<file path="config.mk">
export PLATFORM = sky130hd
export DESIGN_NAME = wtc_cache
export DESIGN_NICKNAME = d
export VERILOG_FILES = /design/src/rtl/wtc_pkg.sv /design/src/rtl/wtc_tag_match.sv /design/src/rtl/wtc_line_array.sv /design/src/rtl/wtc_cache.sv
export SDC_FILE = /design/constraint.sdc
export NUM_CORES = 1
export LEC_CHECK = 0
export BUFFER_PORTS_ARGS = -buffer_cell sky130_fd_sc_hd__clkbuf_2
export CAP_MARGIN = 20
export CELL_PAD_IN_SITES_DETAIL_PLACEMENT = 0
export CELL_PAD_IN_SITES_GLOBAL_PLACEMENT = 1
export CORE_MARGIN = 3
export CORE_UTILIZATION = 42
export CTS_CLUSTER_SIZE = 10
export DETAILED_ROUTE_END_ITERATION = 6
export PLACE_DENSITY = 0.89
export RECOVER_POWER = 25
export SLEW_MARGIN = 5
export SYNTH_ARGS = -nofsm -noshare
export SYNTH_HDL_FRONTEND = slang
export SYNTH_SLANG_ARGS = --single-unit
</file>
<file path="constraint.sdc">
create_clock -name clk -period 2.65 [get_ports clk]
set_input_delay 0.1325 -clock clk [delete_from_list [all_inputs] [get_ports clk]]
set_output_delay 0.1325 -clock clk [all_outputs]
set_load 0.03 [all_outputs]
</file>
<file path="src/rtl/wtc_pkg.sv">
package wtc_pkg;
   typedef enum logic [1:0] {
      ST_IDLE  = 2'd0,
      ST_FILL  = 2'd1,
      ST_STORE = 2'd2,
      ST_RESP  = 2'd3
   } wtc_state_e;
endpackage

</file>
<file path="src/rtl/wtc_tag_match.sv">
module wtc_tag_match #(
   parameter int LINES = 2,
   parameter int TAG_W = 4,
   parameter int IDX_W = 1
) (
   input  logic [LINES-1:0]            valid,
   input  logic [LINES-1:0][TAG_W-1:0] tags,
   input  logic [TAG_W-1:0]            look_tag,
   output logic                        hit,
   output logic [IDX_W-1:0]            hit_idx
);
   logic [LINES-1:0] match;

   for (genvar i = 0; i < LINES; i++) begin : g_cmp
      assign match[i] = valid[i] && (tags[i] == look_tag);
   end

   assign hit = |match;

   always_comb begin
      hit_idx = '0;
      for (int k = 0; k < LINES; k++) begin
         if (match[k]) hit_idx = IDX_W'(k);
      end
   end
endmodule

</file>
<file path="src/rtl/wtc_line_array.sv">
module wtc_line_array #(
   parameter int LINES  = 2,
   parameter int WORDS  = 2,
   parameter int TAG_W  = 4,
   parameter int DATA_W = 8,
   parameter int IDX_W  = 1,
   parameter int OFF_W  = 1
) (
   input  logic                                   clk,
   input  logic                                   rst_n,
   input  logic                                   alloc_en,
   input  logic [IDX_W-1:0]                       alloc_idx,
   input  logic [TAG_W-1:0]                       alloc_tag,
   input  logic                                   fin_en,
   input  logic [IDX_W-1:0]                       fin_idx,
   input  logic                                   wr_en,
   input  logic [IDX_W-1:0]                       wr_idx,
   input  logic [OFF_W-1:0]                       wr_off,
   input  logic [DATA_W-1:0]                      wr_data,
   output logic [LINES-1:0]                       valid_o,
   output logic [LINES-1:0][TAG_W-1:0]            tags_o,
   output logic [LINES-1:0][WORDS-1:0][DATA_W-1:0] data_o
);
   for (genvar i = 0; i < LINES; i++) begin : g_line
      logic                          v;
      logic [TAG_W-1:0]              t;
      logic [WORDS-1:0][DATA_W-1:0]  d;

      always_ff @(posedge clk) begin
         if (!rst_n) begin
            v <= 1'b0;
            t <= '0;
            d <= '0;
         end else begin
            if (alloc_en && alloc_idx == IDX_W'(i)) begin
               v <= 1'b0;
               t <= alloc_tag;
            end
            if (fin_en && fin_idx == IDX_W'(i)) v <= 1'b1;
            if (wr_en && wr_idx == IDX_W'(i)) d[wr_off] <= wr_data;
         end
      end

      assign valid_o[i] = v;
      assign tags_o[i]  = t;
      assign data_o[i]  = d;
   end
endmodule

</file>
<file path="src/rtl/wtc_cache.sv">
module wtc_cache #(
   parameter int ADDR_W = 5,
   parameter int OFF_W  = 1,
   parameter int DATA_W = 8,
   parameter int LINES  = 2,
   parameter int CNT_W  = 16
) (
   input  logic              clk,
   input  logic              rst_n,
   input  logic              cpu_req,
   input  logic              cpu_we,
   input  logic [ADDR_W-1:0] cpu_addr,
   input  logic [DATA_W-1:0] cpu_wdata,
   output logic [DATA_W-1:0] cpu_rdata,
   output logic              cpu_ready,
   output logic              mem_rd_req,
   output logic [ADDR_W-1:0] mem_rd_addr,
   input  logic [DATA_W-1:0] mem_rd_data,
   input  logic              mem_rd_ack,
   output logic              mem_wr_req,
   output logic [ADDR_W-1:0] mem_wr_addr,
   output logic [DATA_W-1:0] mem_wr_data,
   input  logic              mem_wr_ack,
   output logic [CNT_W-1:0]  hit_count,
   output logic [CNT_W-1:0]  miss_count
);
   import wtc_pkg::*;

   localparam int TAG_W = ADDR_W - OFF_W;
   localparam int WORDS = 1 << OFF_W;
   localparam int IDX_W = (LINES > 1) ? $clog2(LINES) : 1;
   localparam logic [OFF_W-1:0] LAST_OFF = OFF_W'(WORDS - 1);

   if (LINES != 2) begin : g_bad_lines
      $error("wtc_cache: replacement order supports exactly two lines");
   end
   if (OFF_W < 1 || ADDR_W <= OFF_W) begin : g_bad_addr
      $error("wtc_cache: address must hold a tag and at least one offset bit");
   end

   wtc_state_e           state;
   logic [ADDR_W-1:0]    req_addr;
   logic                 req_we;
   logic [DATA_W-1:0]    req_wdata;
   logic [IDX_W-1:0]     victim;
   logic [IDX_W-1:0]     lru;
   logic [OFF_W-1:0]     beat;
   logic                 miss_f;
   logic [DATA_W-1:0]    rdata_q;
   logic [CNT_W-1:0]     hit_q, miss_q;

   logic [TAG_W-1:0]     cpu_tag, req_tag;
   logic [OFF_W-1:0]     cpu_off, req_off;
   logic                 hit;
   logic [IDX_W-1:0]     hit_idx;
   logic [LINES-1:0]     valid_v;
   logic [LINES-1:0][TAG_W-1:0]             tags_v;
   logic [LINES-1:0][WORDS-1:0][DATA_W-1:0] data_v;

   logic                 alloc_en, fin_en, wr_en;
   logic [IDX_W-1:0]     wr_idx;
   logic [OFF_W-1:0]     wr_off;
   logic [DATA_W-1:0]    wr_data;
   logic                 start;

   assign cpu_tag = cpu_addr[ADDR_W-1:OFF_W];
   assign cpu_off = cpu_addr[OFF_W-1:0];
   assign req_tag = req_addr[ADDR_W-1:OFF_W];
   assign req_off = req_addr[OFF_W-1:0];
   assign start   = (state == ST_IDLE) && cpu_req;

   wtc_tag_match #(.LINES(LINES), .TAG_W(TAG_W), .IDX_W(IDX_W)) u_match (
      .valid(valid_v), .tags(tags_v), .look_tag(cpu_tag),
      .hit(hit), .hit_idx(hit_idx)
   );

   always_comb begin
      alloc_en = start && !hit;
      fin_en   = (state == ST_FILL) && mem_rd_ack && (beat == LAST_OFF);
      wr_en    = (start && hit && cpu_we) || ((state == ST_FILL) && mem_rd_ack);
      if (state == ST_FILL) begin
         wr_idx  = victim;
         wr_off  = beat;
         wr_data = (req_we && beat == req_off) ? req_wdata : mem_rd_data;
      end else begin
         wr_idx  = hit_idx;
         wr_off  = cpu_off;
         wr_data = cpu_wdata;
      end
   end

   wtc_line_array #(
      .LINES(LINES), .WORDS(WORDS), .TAG_W(TAG_W), .DATA_W(DATA_W),
      .IDX_W(IDX_W), .OFF_W(OFF_W)
   ) u_lines (
      .clk(clk), .rst_n(rst_n),
      .alloc_en(alloc_en), .alloc_idx(lru), .alloc_tag(cpu_tag),
      .fin_en(fin_en), .fin_idx(victim),
      .wr_en(wr_en), .wr_idx(wr_idx), .wr_off(wr_off), .wr_data(wr_data),
      .valid_o(valid_v), .tags_o(tags_v), .data_o(data_v)
   );

   always_ff @(posedge clk) begin
      if (!rst_n) begin
         state     <= ST_IDLE;
         req_addr  <= '0;
         req_we    <= 1'b0;
         req_wdata <= '0;
         victim    <= '0;
         lru       <= '0;
         beat      <= '0;
         miss_f    <= 1'b0;
         rdata_q   <= '0;
         hit_q     <= '0;
         miss_q    <= '0;
      end else begin
         unique case (state)
            ST_IDLE: if (cpu_req) begin
               req_addr  <= cpu_addr;
               req_we    <= cpu_we;
               req_wdata <= cpu_wdata;
               if (hit) begin
                  lru     <= ~hit_idx;
                  miss_f  <= 1'b0;
                  rdata_q <= cpu_we ? cpu_wdata : data_v[hit_idx][cpu_off];
                  state   <= cpu_we ? ST_STORE : ST_RESP;
               end else begin
                  victim <= lru;
                  beat   <= '0;
                  miss_f <= 1'b1;
                  state  <= ST_FILL;
               end
            end
            ST_FILL: if (mem_rd_ack) begin
               if (beat == req_off) rdata_q <= req_we ? req_wdata : mem_rd_data;
               if (beat == LAST_OFF) begin
                  lru   <= ~victim;
                  state <= req_we ? ST_STORE : ST_RESP;
               end else begin
                  beat <= beat + OFF_W'(1);
               end
            end
            ST_STORE: if (mem_wr_ack) state <= ST_RESP;
            ST_RESP: begin
               if (miss_f) miss_q <= miss_q + CNT_W'(1);
               else        hit_q  <= hit_q + CNT_W'(1);
               state <= ST_IDLE;
            end
            default: state <= ST_IDLE;
         endcase
      end
   end

   assign cpu_ready   = (state == ST_RESP);
   assign cpu_rdata   = rdata_q;
   assign mem_rd_req  = (state == ST_FILL);
   assign mem_rd_addr = {req_tag, beat};
   assign mem_wr_req  = (state == ST_STORE);
   assign mem_wr_addr = req_addr;
   assign mem_wr_data = req_wdata;
   assign hit_count   = hit_q;
   assign miss_count  = miss_q;
endmodule

</file>
==> results.md, run 1 <==
| Step | Item | Value |
|:---|:---|:---|
| timing | Final setup violation count | 0 |
| power | Switching part of the total power | 35.0% |
| cts | Clk_lat worst skew | 0.35 ns |
| floorplan | Die width | 116 um |
| placed design | Buffers on Ports | 87 |
| synth | Per-instance average area after synthesis | 8.82 sq um |
| layout | Filler instances | 1136 |
| timing | Max Slew Vio Count | 0 |
| power | Sequential Power Share | 36.8% |
| placed design | Final estimated routing congestion in global placement | 0.918 |
| synth | Sequential element share of the synthesized area | 39.9% |
| timing | Post-layout min period | 2.22 ns |
| timing | Worst slew slack as a fraction of its limit | 55.4% |
| timing | Final number of hold-violating endpoints | 0 |
| synth | Gate count of the mapped netlist | 580 |
| timing | Max Clock Freq | 450 MHz |
| synth | Post-Syn Area | 5120 sq um |
| cts | Deepest clock path buffer count | 2 |
| drt | Per-cell via count in the routed design | 5.61 |
| global routing | First-pass GRT wire length | 21400 um |
| synth | Flip-flop and latch count after synthesis | 102 |
| synth | Cell types with the largest area share after synthesis | sky130_fd_sc_hd__dfxtp_1 (40%), sky130_fd_sc_hd__mux2i_1 (9.6%), sky130_fd_sc_hd__nand2_1 (7.7%) |
| layout | Reg area | 2040 sq um |
| layout | Fraction of final layout cells sized beyond drive strength 1 | 13.7% |
| power | Clock share of power | 31.7% |
| placed design | Setup slack at placement | 0.507 ns |
| critical path | Worst reg-to-reg path cell count | 7 |
| timing | Final cycle utilization of the critical path | 83.8% |
| layout | Antenna diode instance count | 0 |
| floorplan | Die extent in y | 116 um |
| hold path | Class of the most critical hold timing path | input port to flip-flop |
| synth | Distinct cells, synth | 59 |
| critical path | Highest cell delay on the worst timing path | 0.57 ns |
| global routing | Number of antenna violations at the first check in global routing | 0 |
| global routing | Number of global-route vias before repair | 4224 |
| critical path | Ordered list of cells on the worst path | inv_1 > ha_1 > or3_1 > or4_1 > o31ai_1 > a211o_1 > o21ai_1 |
| global routing | Pin count of the biggest net entering global routing | 62 |
| power | Comb pwr share | 31.5% |
| cts | CTS root buffer | sky130_fd_sc_hd__clkbuf_16 |
| synth | Warning count from the yosys run | 0 |
| floorplan | Die area | 13500 sq um |
| synth | Most instantiated cells after synthesis | sky130_fd_sc_hd__nand2_1 (105), sky130_fd_sc_hd__dfxtp_1 (102), sky130_fd_sc_hd__mux2i_1 (49), sky130_fd_sc_hd__nand3_1 (38), sky130_fd_sc_hd__xnor2_1 (30) |
| run | Max Cap Viol | 0 |
| timing | Pin slew with the least headroom to its limit | 0.669 ns |
| timing | Aggregate negative setup slack | 0 ns |
| drt | Average routed wire per standard cell | 16.4 um |
| critical path | Arrival time at the worst endpoint | 2.46 ns |
| cts | Cts-stage hold buffer count | 0 |
| synth | Number of enable-type register cells in the synthesized netlist | 0 |
| critical path | Crit path max-delay cell type | sky130_fd_sc_hd__or3_1 |
| global routing | GRT Overall Usage | 20.0% |
| critical path | Critical-path maximum fanout | 15 |
| synth | Ys flop type | sky130_fd_sc_hd__dfxtp_1 |
| floorplan | I/O pin total | 88 |
| drt | Via total after detailed routing | 4485 |
| power | Leakage power of the design | 2.49 nW |
| synth | Share of flip-flops with an asynchronous set or reset | 0% |
| synth | Synthesized netlist net count | 614 |
| critical path | Required arrival time at the worst endpoint | 2.88 ns |
| layout | Synth-to-layout area growth | 16.5% |
| floorplan | FP Rows | 39 |
| drt | Number of DRC markers after the initial detailed-route iteration | 290 |
| cts | TritonCTS clock tree | built |
| synth | Cell accounting for the most synthesized area | sky130_fd_sc_hd__dfxtp_1 |
| global routing | Sum of overflow across all layers after global routing | 0 |
| synth | Area share of the largest cell type after synthesis | 39.9% |
| timing | Max Clock Skew | 0.00998 ns |
| cts | CTS resizes | 0 |
| timing | Worst hold margin | 0.0312 ns |
| power | Peak VDD IR | 0.000486 V |
| cts | Sinks on Clock Net | 102 |
| power | Int Pwr | 3.20 mW |
| floorplan | Initial cell density of the core | 43.9% |
| drt | Detailed-router iteration count before antenna repair | 5 |
| cts | Post-CTS repair timing setup buffer count | 0 |
| layout | Nets | 687 |
| critical path | Critical Path Start Type | flip-flop |
| cts | H-Tree Level Count | 3 |
| drt | DRC violations left | 0 |
| timing | Unrepaired setup endpoints after global routing | false |
| timing | PnR worst setup slack | 0.429 ns |
| power | Pwr per Cell Area | 827 nW/um^2 |
| drt | Detail Route Antenna Nets | 0 |
| status | Status | completed |
| layout | Area of combinational cells with multiple inputs | 2880 sq um |
| cts | Number of buffers created by CTS | 9 |
| floorplan | Placeable Area | 11700 sq um |
| placed design | HPWL Detailed | 9590 um |
| power | Sw Pwr | 1.73 mW |
| critical path | Critical path type | flip-flop to flip-flop |
| hold path | Worst Hold Depth | 3 |
| cts | Clock transition at the register clock pins on the worst setup and hold paths after CTS | 0.06 ns |
| drt | Drt total wl | 13100 um |
| critical path | Category of the worst setup path capture point | flip-flop |
| synth | Leading cell type by number of instances after synthesis | sky130_fd_sc_hd__nand2_1 |
==> path summary, 6_finish.rpt <==
path                            slack, ns            endpoint               start
worst max-delay path                 0.43        cpu_rdata[4]            state[1]
worst min-delay path                 0.03      mem_wr_data[2]        cpu_wdata[2]
worst max register to register       0.43        cpu_rdata[4]            state[1]
worst min register to register       0.46  u_lines.data_o[12]  u_lines.data_o[12]
==> power by group through the flow <==
stage                     combinational [mW]  sequential [mW]  clock [mW]
after CTS                               1.57             1.81        1.59
after global placement                  1.52             1.84           0
after detailed placement                1.56             1.85           0
after global routing                    1.70             1.84        1.66
after floorplan                         1.05             1.91           0
final                                   1.55             1.82        1.56
==> metal layers <==
metal / share of wire, % / global-route usage, % / vias to the layer above
met2: 48 / 33.8 / 137
met4: 1.4 / 5.49 / 0
li1: - / - / 2193
met5: 0 / 0 / -
met1: 45 / 25.0 / 2139
met3: 6.5 / 5.65 / 16
==> final cells by class <==
class	instances	share of cell area, %
Clock buffer	12	4.47
Clock inverter	3	1.51
Inverter	6	0.378
Multi-Input combinational cell	436	48.3
Sequential cell	102	34.2
Tap cell	143	3.00
Timing Repair Buffer	98	8.10
==> sequential cells by signal, indices dropped and copies added, names as in the netlist, 5 cells and up <==
register / count
cpu_rdata: 8
hit_count: 16
mem_wr_addr: 5
mem_wr_data: 8
miss_count: 16
u_lines.data_o: 32
u_lines.g_line.t: 8
==> per-stage QoR <==
stage	utilization, %	instance area [sq um]	power, mW	cells
5_1_grt	51.1	5960	5.19	800
2_1_floorplan	-	5120	2.97	580
3_5_place_dp	48.5	5660	3.41	785
6_report	51.1	5960	4.93	800
4_1_cts	51.6	6010	4.97	800
3_3_place_gp	48.5	5660	3.35	785
==> cell usage in the layout, fill, tap and decap left out, drive strengths merged, types with 8 or more instances in the layout <==
cell,instances
nor2,10
mux2i,49
clkbuf,98
a21boi,23
o31ai,8
o211ai,13
and2,27
dfxtp,102
nand3,39
o21ai,31
a211o,8
xnor2,31
nand2,109
buf,12
==> worst max-delay path: cells and delay by family, from the launching register on <==
kind | cells | cell delay (ns)
flip-flops | 1 | 0.38
AND/OR/NAND/NOR | 2 | 1.08
adder cells (fa/ha/maj) | 1 | 0.21
AO/OA/AOI/OAI | 3 | 0.34
buffers and inverters | 1 | 0.10
==> cells by family (layout without fill, tap and decap cells) <==
family,Yosys count,count (layout),synth area share (%)
AND/OR/NAND/NOR,238,238,23.2
AO/OA/AOI/OAI,108,108,15.7
flip-flops,102,102,39.9
multiplexers,50,50,9.80
buffers and inverters,42,119,3.84
XOR/XNOR,33,33,5.79
adder cells (fa/ha/maj),7,7,1.71
(Power assumes the default switching activity.)
==> inputs of run 2 (changes only) <==
clock period = 2.2 ns   (was 2.65 ns; I/O delays follow)
==> results.md, run 2 (synthesis gave the netlist of run 1 again) <==
| Step | Item | Value | vs previous |
|:---|:---|:---|:---|
| status | Status | completed |  |
| run | Max Cap Viol | 0 | unchanged |
| timing | Worst slew slack as a fraction of its limit | 55.5% | about the same |
| cts | Clk_lat worst skew | 0.35 ns | about the same |
| layout | Reg area | 2040 sq um | unchanged |
| timing | Max Slew Vio Count | 0 | unchanged |
| floorplan | I/O pin total | 88 | unchanged |
| floorplan | Die width | 116 um | unchanged |
| drt | Per-cell via count in the routed design | 5.50 | -2.0% |
| drt | Detail Route Antenna Nets | 0 | unchanged |
| critical path | CP endpoint | u_lines.data_o[17] |  |
| layout | Filler instances | 1115 | -1.8% |
| layout | Area of combinational cells with multiple inputs | 2890 sq um | +0.43% |
| placed design | HPWL Detailed | 9660 um | +0.74% |
| critical path | Worst r2r src | beat |  |
| critical path | Worst reg-to-reg path cell count | 6 | -1 |
| power | Leakage power of the design | 2.52 nW | +1.2% |
| global routing | Peak-usage layer in the global routing report | met2 |  |
| global routing | GRT Overall Usage | 20.0% | about the same |
| hold path | Class of the most critical hold timing path | input port to flip-flop |  |
| drt | Average routed wire per standard cell | 16.1 um | -2.0% |
| layout | Synth-to-layout area growth | 17.8% |  |
| critical path | Critical-path maximum fanout | 10 | -5 |
| critical path | Required arrival time at the worst endpoint | 2.41 ns | -0.47 ns |
| critical path | Critical Path Start Type | flip-flop |  |
| timing | Pin slew with the least headroom to its limit | 0.668 ns | -0.000435 ns |
| critical path | Ordered list of cells on the worst path | xnor2_2 > nand2_1 > nand2_1 > nand3_1 > nand3b_1 > mux2i_1 |  |
| drt | Number of DRC markers after the initial detailed-route iteration | 268 | -7.6% |
| drt | Drt total wl | 13000 um | -1.0% |
| timing | Final number of hold-violating endpoints | 0 | unchanged |
| floorplan | Die extent in y | 116 um | unchanged |
| cts | CTS root buffer | sky130_fd_sc_hd__clkbuf_16 |  |
| cts | Deepest clock path buffer count | 2 | unchanged |
| layout | Max reg flops | 32 | unchanged |
| critical path | CP Launch Point | beat |  |
| floorplan | Die area | 13500 sq um | unchanged |
| timing | Max Clock Freq | 497 MHz | +10% |
| timing | Final setup violation count | 0 | unchanged |
| layout | Most common cell after layout, fill and taps aside | sky130_fd_sc_hd__nand2_1 |  |
| layout | Most used cells in the layout excluding fill and tap cells | sky130_fd_sc_hd__nand2_1 (105), sky130_fd_sc_hd__dfxtp_1 (102), sky130_fd_sc_hd__mux2i_1 (49) |  |
| drt | DRC violations left | 0 | unchanged |
| floorplan | Initial cell density of the core | 43.9% | unchanged |
| power | Peak VDD IR | 0.000522 V | +7.3% |
| critical path | Category of the worst setup path capture point | flip-flop |  |
| timing | Post-layout min period | 2.01 ns | -0.208 ns |
| timing | Aggregate negative setup slack | 0 ns | unchanged |
| global routing | Met3 demand-to-capacity share in global routing | 4.51% | -1.1 points |
| timing | Worst hold margin | 0.0233 ns | -0.00788 ns |
| critical path | Endpoint of the worst register-to-register path | u_lines.data_o[17] |  |
| layout | Fraction of final layout cells sized beyond drive strength 1 | 15.2% | +1.5 points |
| timing | Final cycle utilization of the critical path | 91.5% | +7.7 points |
| drt | Detailed-router iteration count before antenna repair | 4 | -1 |
| layout | Nets | 695 | +1.2% |
| timing | Unrepaired setup endpoints after global routing | false |  |
| drt | Via total after detailed routing | 4440 | -1.0% |
| critical path | Highest cell delay on the worst timing path | 0.51 ns | -0.06 ns |
| placed design | Final estimated routing congestion in global placement | 0.826 | -10% |
| cts | H-Tree Level Count | 3 | unchanged |
| cts | Number of buffers created by CTS | 9 | unchanged |
| global routing | Number of global-route vias before repair | 4333 | +2.6% |
| cts | Sinks on Clock Net | 102 | unchanged |
| cts | Clock transition at the register clock pins on the worst setup and hold paths after CTS | 0.07 ns | about the same |
| global routing | Pin count of the biggest net entering global routing | 50 | -19% |
| global routing | Sum of overflow across all layers after global routing | 0 | unchanged |
| critical path | Reg2reg setup slack | 0.19 ns | -0.24 ns |
| critical path | Critical path type | flip-flop to flip-flop |  |
| critical path | Crit path max-delay cell type | sky130_fd_sc_hd__xnor2_2 |  |
| layout | Antenna diode instance count | 0 | unchanged |
| critical path | Most prevalent standard cell on the critical path | sky130_fd_sc_hd__nand2_1 |  |
| cts | TritonCTS clock tree | built |  |
| global routing | Met1 track demand over resource | 25.0% | -0.032 points |
| critical path | Arrival time at the worst endpoint | 2.23 ns | -0.23 ns |
| floorplan | FP Rows | 39 | unchanged |
| floorplan | Placeable Area | 11700 sq um | unchanged |
| global routing | Number of antenna violations at the first check in global routing | 0 | unchanged |
| timing | Max Clock Skew | 0.00421 ns | -0.00577 ns |
| global routing | First-pass GRT wire length | 21500 um | +0.23% |
| global routing | GRT met2 Usage | 33.9% | +0.038 points |
| power | Pwr per Cell Area | 977 nW/um^2 | +18% |
| placed design | Buffers on Ports | 87 | unchanged |
run 2: cell types whose count changed in the layout (fill, tap and decap cells not counted), moves of 2 or more:
| cell | previous run | this run |
|---|---|---|
| sky130_fd_sc_hd__ha_2 | 0 | 2 |
| sky130_fd_sc_hd__dlygate4sd3_1 | 0 | 2 |
| sky130_fd_sc_hd__ha_1 | 7 | 5 |
| sky130_fd_sc_hd__clkbuf_8 | 3 | 0 |
| sky130_fd_sc_hd__buf_4 | 11 | 15 |
run 2: how the worst min path moves through the flow:
stage                                   to  depth (start not counted)         start
global route                mem_wr_data[7]                          3  cpu_wdata[7]
global placement            mem_wr_data[1]                          3  cpu_wdata[1]
detailed placement          mem_wr_data[2]                          3  cpu_wdata[2]
finish                      mem_wr_data[0]                          3  cpu_wdata[0]
floorplan           u_lines.g_line[0].t[0]                          2   cpu_addr[1]
CTS                         mem_wr_data[3]                          3  cpu_wdata[3]
run 2: worst max-delay path, delay by kind of cell (launching register included):
family        cells  cell delay, ns
mux               1            0.11
simple gates      4            0.82
flops             1            0.44
xor+xnor          1            0.51
run 2: where the power goes:
group | internal (mW) | leakage, nW | switching [mW] | total, mW
clock | 1.10 | 0.161 | 0.695 | 1.80
combinational | 0.681 | 1.54 | 1.23 | 1.91
sequential | 2.02 | 0.826 | 0.165 | 2.18
total | 3.81 | 2.52 | 2.09 | 5.89
run 2: timing repair:
| item | 4_1_cts | 5_1_grt |
|---|---|---|
| setup endpoints to repair | 0 | 9 |
| resized for setup | 0 | 3 |
| endpoints found under the hold margin | 2 | 0 |
| buffers inserted | 0 | 0 |
| hold buffers | 2 | 0 |
run 2: metal layers:
metal  vias up  share of wire [%]
met3        15                4.6
met2       102                 48
met5         -                  0
met1      2120                 45
met4         0                1.8
li1       2203                  -
run 2: layout make-up:
cell class / instances / area share [%]
inverters: 6 / 0.373
flip-flops and latches: 102 / 33.9
multi-input cells: 436 / 47.9
clock buffers: 9 / 3.73
repair buffers: 106 / 9.27
clock inverters: 6 / 1.85
well taps: 143 / 2.97
run 2: stage by stage:
stage | std cells | worst slack [ns] | instance area (sq um) | utilization (%) | power [mW]
after CTS | 808 | 0.0860 | 6070 | 52.0 | 5.94
after global placement | 791 | 0.190 | 5710 | 49.0 | 4.07
after floorplan | 580 | 0.0216 | 5120 | - | 3.58
after detailed placement | 791 | 0.120 | 5710 | 49.0 | 4.13
after global routing | 808 | 0.00796 | 6030 | 51.7 | 6.22
final | 808 | 0.187 | 6030 | 51.7 | 5.89
==> inputs of run 3 (changes only) <==
PLACE_DENSITY = not set   (was 0.89)
PLACE_DENSITY_LB_ADDON = 0.1   (was not set)
==> results.md, run 3 (synthesis gave the netlist of run 1 again) <==
| Step | Item | Value | vs previous |
|:---|:---|:---|:---|
| critical path | Critical Path Start Type | flip-flop |  |
| critical path | Required arrival time at the worst endpoint | 2.47 ns | +0.06 ns |
| cts | TritonCTS clock tree | built |  |
| layout | Most common cell after layout, fill and taps aside | sky130_fd_sc_hd__nand2_1 |  |
| global routing | GRT Overall Usage | 20.3% | +0.24 points |
| global routing | First-pass GRT wire length | 21600 um | +0.77% |
| critical path | Critical-path maximum fanout | 6 | -4 |
| status | Status | completed |  |
| layout | Post-layout util | 51.3% | -0.42 points |
| floorplan | FP Rows | 39 | unchanged |
| timing | Pin slew with the least headroom to its limit | 0.647 ns | -0.0211 ns |
| drt | Per-cell via count in the routed design | 5.41 | -1.5% |
| placed design | Dpl cells | 794 | +0.38% |
| layout | Synth-to-layout area growth | 16.9% |  |
| drt | Average routed wire per standard cell | 16.4 um | +2.0% |
| placed design | Buffers on Ports | 87 | unchanged |
| global routing | Number of antenna violations at the first check in global routing | 0 | unchanged |
| timing | Max Clock Freq | 494 MHz | -0.60% |
| drt | DRC violations left | 0 | unchanged |
| floorplan | Initial cell density of the core | 43.9% | unchanged |
| critical path | Ordered list of cells on the worst path | ha_1 > and2b_1 > and4_1 > nand4_1 > or3_1 > a21boi_0 |  |
| floorplan | Die extent in y | 116 um | unchanged |
| hold path | Worst Hold Depth | 3 | unchanged |
| drt | Via total after detailed routing | 4391 | -1.1% |
| global routing | Met1 track demand over resource | 26.5% | +1.4 points |
| floorplan | Placeable Area | 11700 sq um | unchanged |
| cts | Number of buffers created by CTS | 9 | unchanged |
| power | Peak VDD IR | 0.000429 V | -18% |
| placed design | Final estimated routing congestion in global placement | 0.825 | -0.19% |
| layout | Final Non-Filler Cells | 811 | +0.37% |
| critical path | Critical path type | flip-flop to flip-flop |  |
| cts | CTS root buffer | sky130_fd_sc_hd__clkbuf_16 |  |
| timing | Max Slew Vio Count | 0 | unchanged |
| critical path | Arrival time at the worst endpoint | 2.30 ns | +0.07 ns |
| timing | Final number of hold-violating endpoints | 0 | unchanged |
| layout | Most used cells in the layout excluding fill and tap cells | sky130_fd_sc_hd__nand2_1 (105), sky130_fd_sc_hd__dfxtp_1 (102), sky130_fd_sc_hd__mux2i_1 (49) |  |
| critical path | Category of the worst setup path capture point | flip-flop |  |
| global routing | Met3 demand-to-capacity share in global routing | 4.15% | -0.36 points |
| global routing | Number of global-route vias before repair | 4201 | -3.0% |
| layout | Fraction of final layout cells sized beyond drive strength 1 | 15.0% | -0.22 points |
| drt | Number of DRC markers after the initial detailed-route iteration | 238 | -11% |
| drt | Drt total wl | 13300 um | +2.3% |
| hold path | Class of the most critical hold timing path | input port to flip-flop |  |
| critical path | Worst reg-to-reg path cell count | 6 | unchanged |
| global routing | Sum of overflow across all layers after global routing | 0 | unchanged |
| cts | Sinks on Clock Net | 102 | unchanged |
| timing | Aggregate negative setup slack | 0 ns | unchanged |
| run | Max Cap Viol | 0 | unchanged |
| global routing | Pin count of the biggest net entering global routing | 47 | -6.0% |
| cts | Deepest clock path buffer count | 2 | unchanged |
| power | Leakage power of the design | 2.50 nW | -0.89% |
| placed design | HPWL Detailed | 9880 um | +2.3% |
| timing | Post-layout min period | 2.03 ns | +0.0121 ns |
| critical path | Highest cell delay on the worst timing path | 0.39 ns | -0.12 ns |
| layout | Max reg flops | 32 | unchanged |
| timing | Max Clock Skew | 0.0131 ns | +0.00886 ns |
| hold path | Endpoint, Worst Hold | mem_wr_data[2] |  |
| timing | Unrepaired setup endpoints after global routing | false |  |
| critical path | Reg2reg setup slack | 0.17 ns | about the same |
| power | Pwr per Cell Area | 953 nW/um^2 | -2.4% |
| critical path | Buffers plus inverters on the worst setup path | 0 | unchanged |
| critical path | Cell family with the largest share of critical-path delay | simple AND/OR/NAND/NOR gates |  |
| cts | H-Tree Level Count | 3 | unchanged |
| layout | Antenna diode instance count | 0 | unchanged |
| floorplan | Die area | 13500 sq um | unchanged |
| hold path | Worst hold start | cpu_wdata[2] |  |
| global routing | Peak-usage layer in the global routing report | met2 |  |
| floorplan | I/O pin total | 88 | unchanged |
| floorplan | Die width | 116 um | unchanged |
| layout | Nets | 697 | +0.29% |
| drt | Detailed-router iteration count before antenna repair | 4 | unchanged |
| timing | Worst slew slack as a fraction of its limit | 56.7% | +1.2 points |
| power | Final total power | 5.70 mW | -3.2% |
| timing | Final setup violation count | 0 | unchanged |
| cts | Clock transition at the register clock pins on the worst setup and hold paths after CTS | 0.07 ns | about the same |
| drt | Detail Route Antenna Nets | 0 | unchanged |
| critical path | Worst r2r src | state[0] |  |
| critical path | Crit path max-delay cell type | sky130_fd_sc_hd__dfxtp_1 |  |
| cts | Post-CTS repair timing setup buffer count | 0 | unchanged |
| critical path | Endpoint of the worst register-to-register path | hit_count[15] |  |
| global routing | GRT met2 Usage | 32.5% | -1.4 points |
| cts | Clk_lat worst skew | 0.35 ns | about the same |
| timing | Final cycle utilization of the critical path | 92.1% | +0.55 points |
[run 3: through the flow]
stage | hold WS, ns | setup WS, ns | cell area [sq um]
6_report | 0.0158 | 0.175 | 5980
5_1_grt | 0.0146 | 0.00240 | 5980
4_1_cts | 0.000793 | 0.0535 | 6030
3_5_place_dp | 0.374 | 0.0809 | 5730
3_3_place_gp | 0.362 | 0.145 | 5730
2_1_floorplan | 0.240 | 0.0216 | 5120
[run 3: report_power, final]
group          total [mW]  internal [mW]  switching, mW
Sequential           2.17           2.02          0.147
Clock                1.58          0.885          0.697
Combinational        1.95          0.690           1.26
[run 3: layout make-up]
cell class / count / area, sq um
clock buffers: 11 / 233
clock inverters: 5 / 58.8
fillers: 1128 / 5680
inverters: 6 / 22.5
multi-input cells: 436 / 2890
flip-flops and latches: 102 / 2040
well taps: 143 / 179
repair buffers: 108 / 561
[run 3: per-layer routing]
metal,vias to the layer above,wire (um)
met4,0,297
met1,2053,6230
li1,2202,-
met3,23,693
met2,113,6100
met5,-,0
[run 3: worst max-delay path by stage]
stage               slack, ns  cells past startpoint      from             to
floorplan                0.02                      9  state[1]   cpu_rdata[4]
global placement         0.14                      7  state[1]   cpu_rdata[6]
detailed placement       0.08                      7  state[1]   cpu_rdata[6]
CTS                      0.05                      7  state[1]   cpu_rdata[3]
global route            0.002                      6  state[1]  hit_count[15]
finish                   0.17                      6  state[0]  hit_count[15]
[run 3: what timing repair did]
action,in CTS,in global routing
hold endpoints to repair,1,0
hold buffers,1,0
resized for setup,0,1
endpoints found under the setup margin,0,7
[run 3: worst min-delay path: cells and delay by family]
family	cells	cell delay, ns
simple gates	1	0.05
buf+inv	1	0.09
compound gates	1	0.06
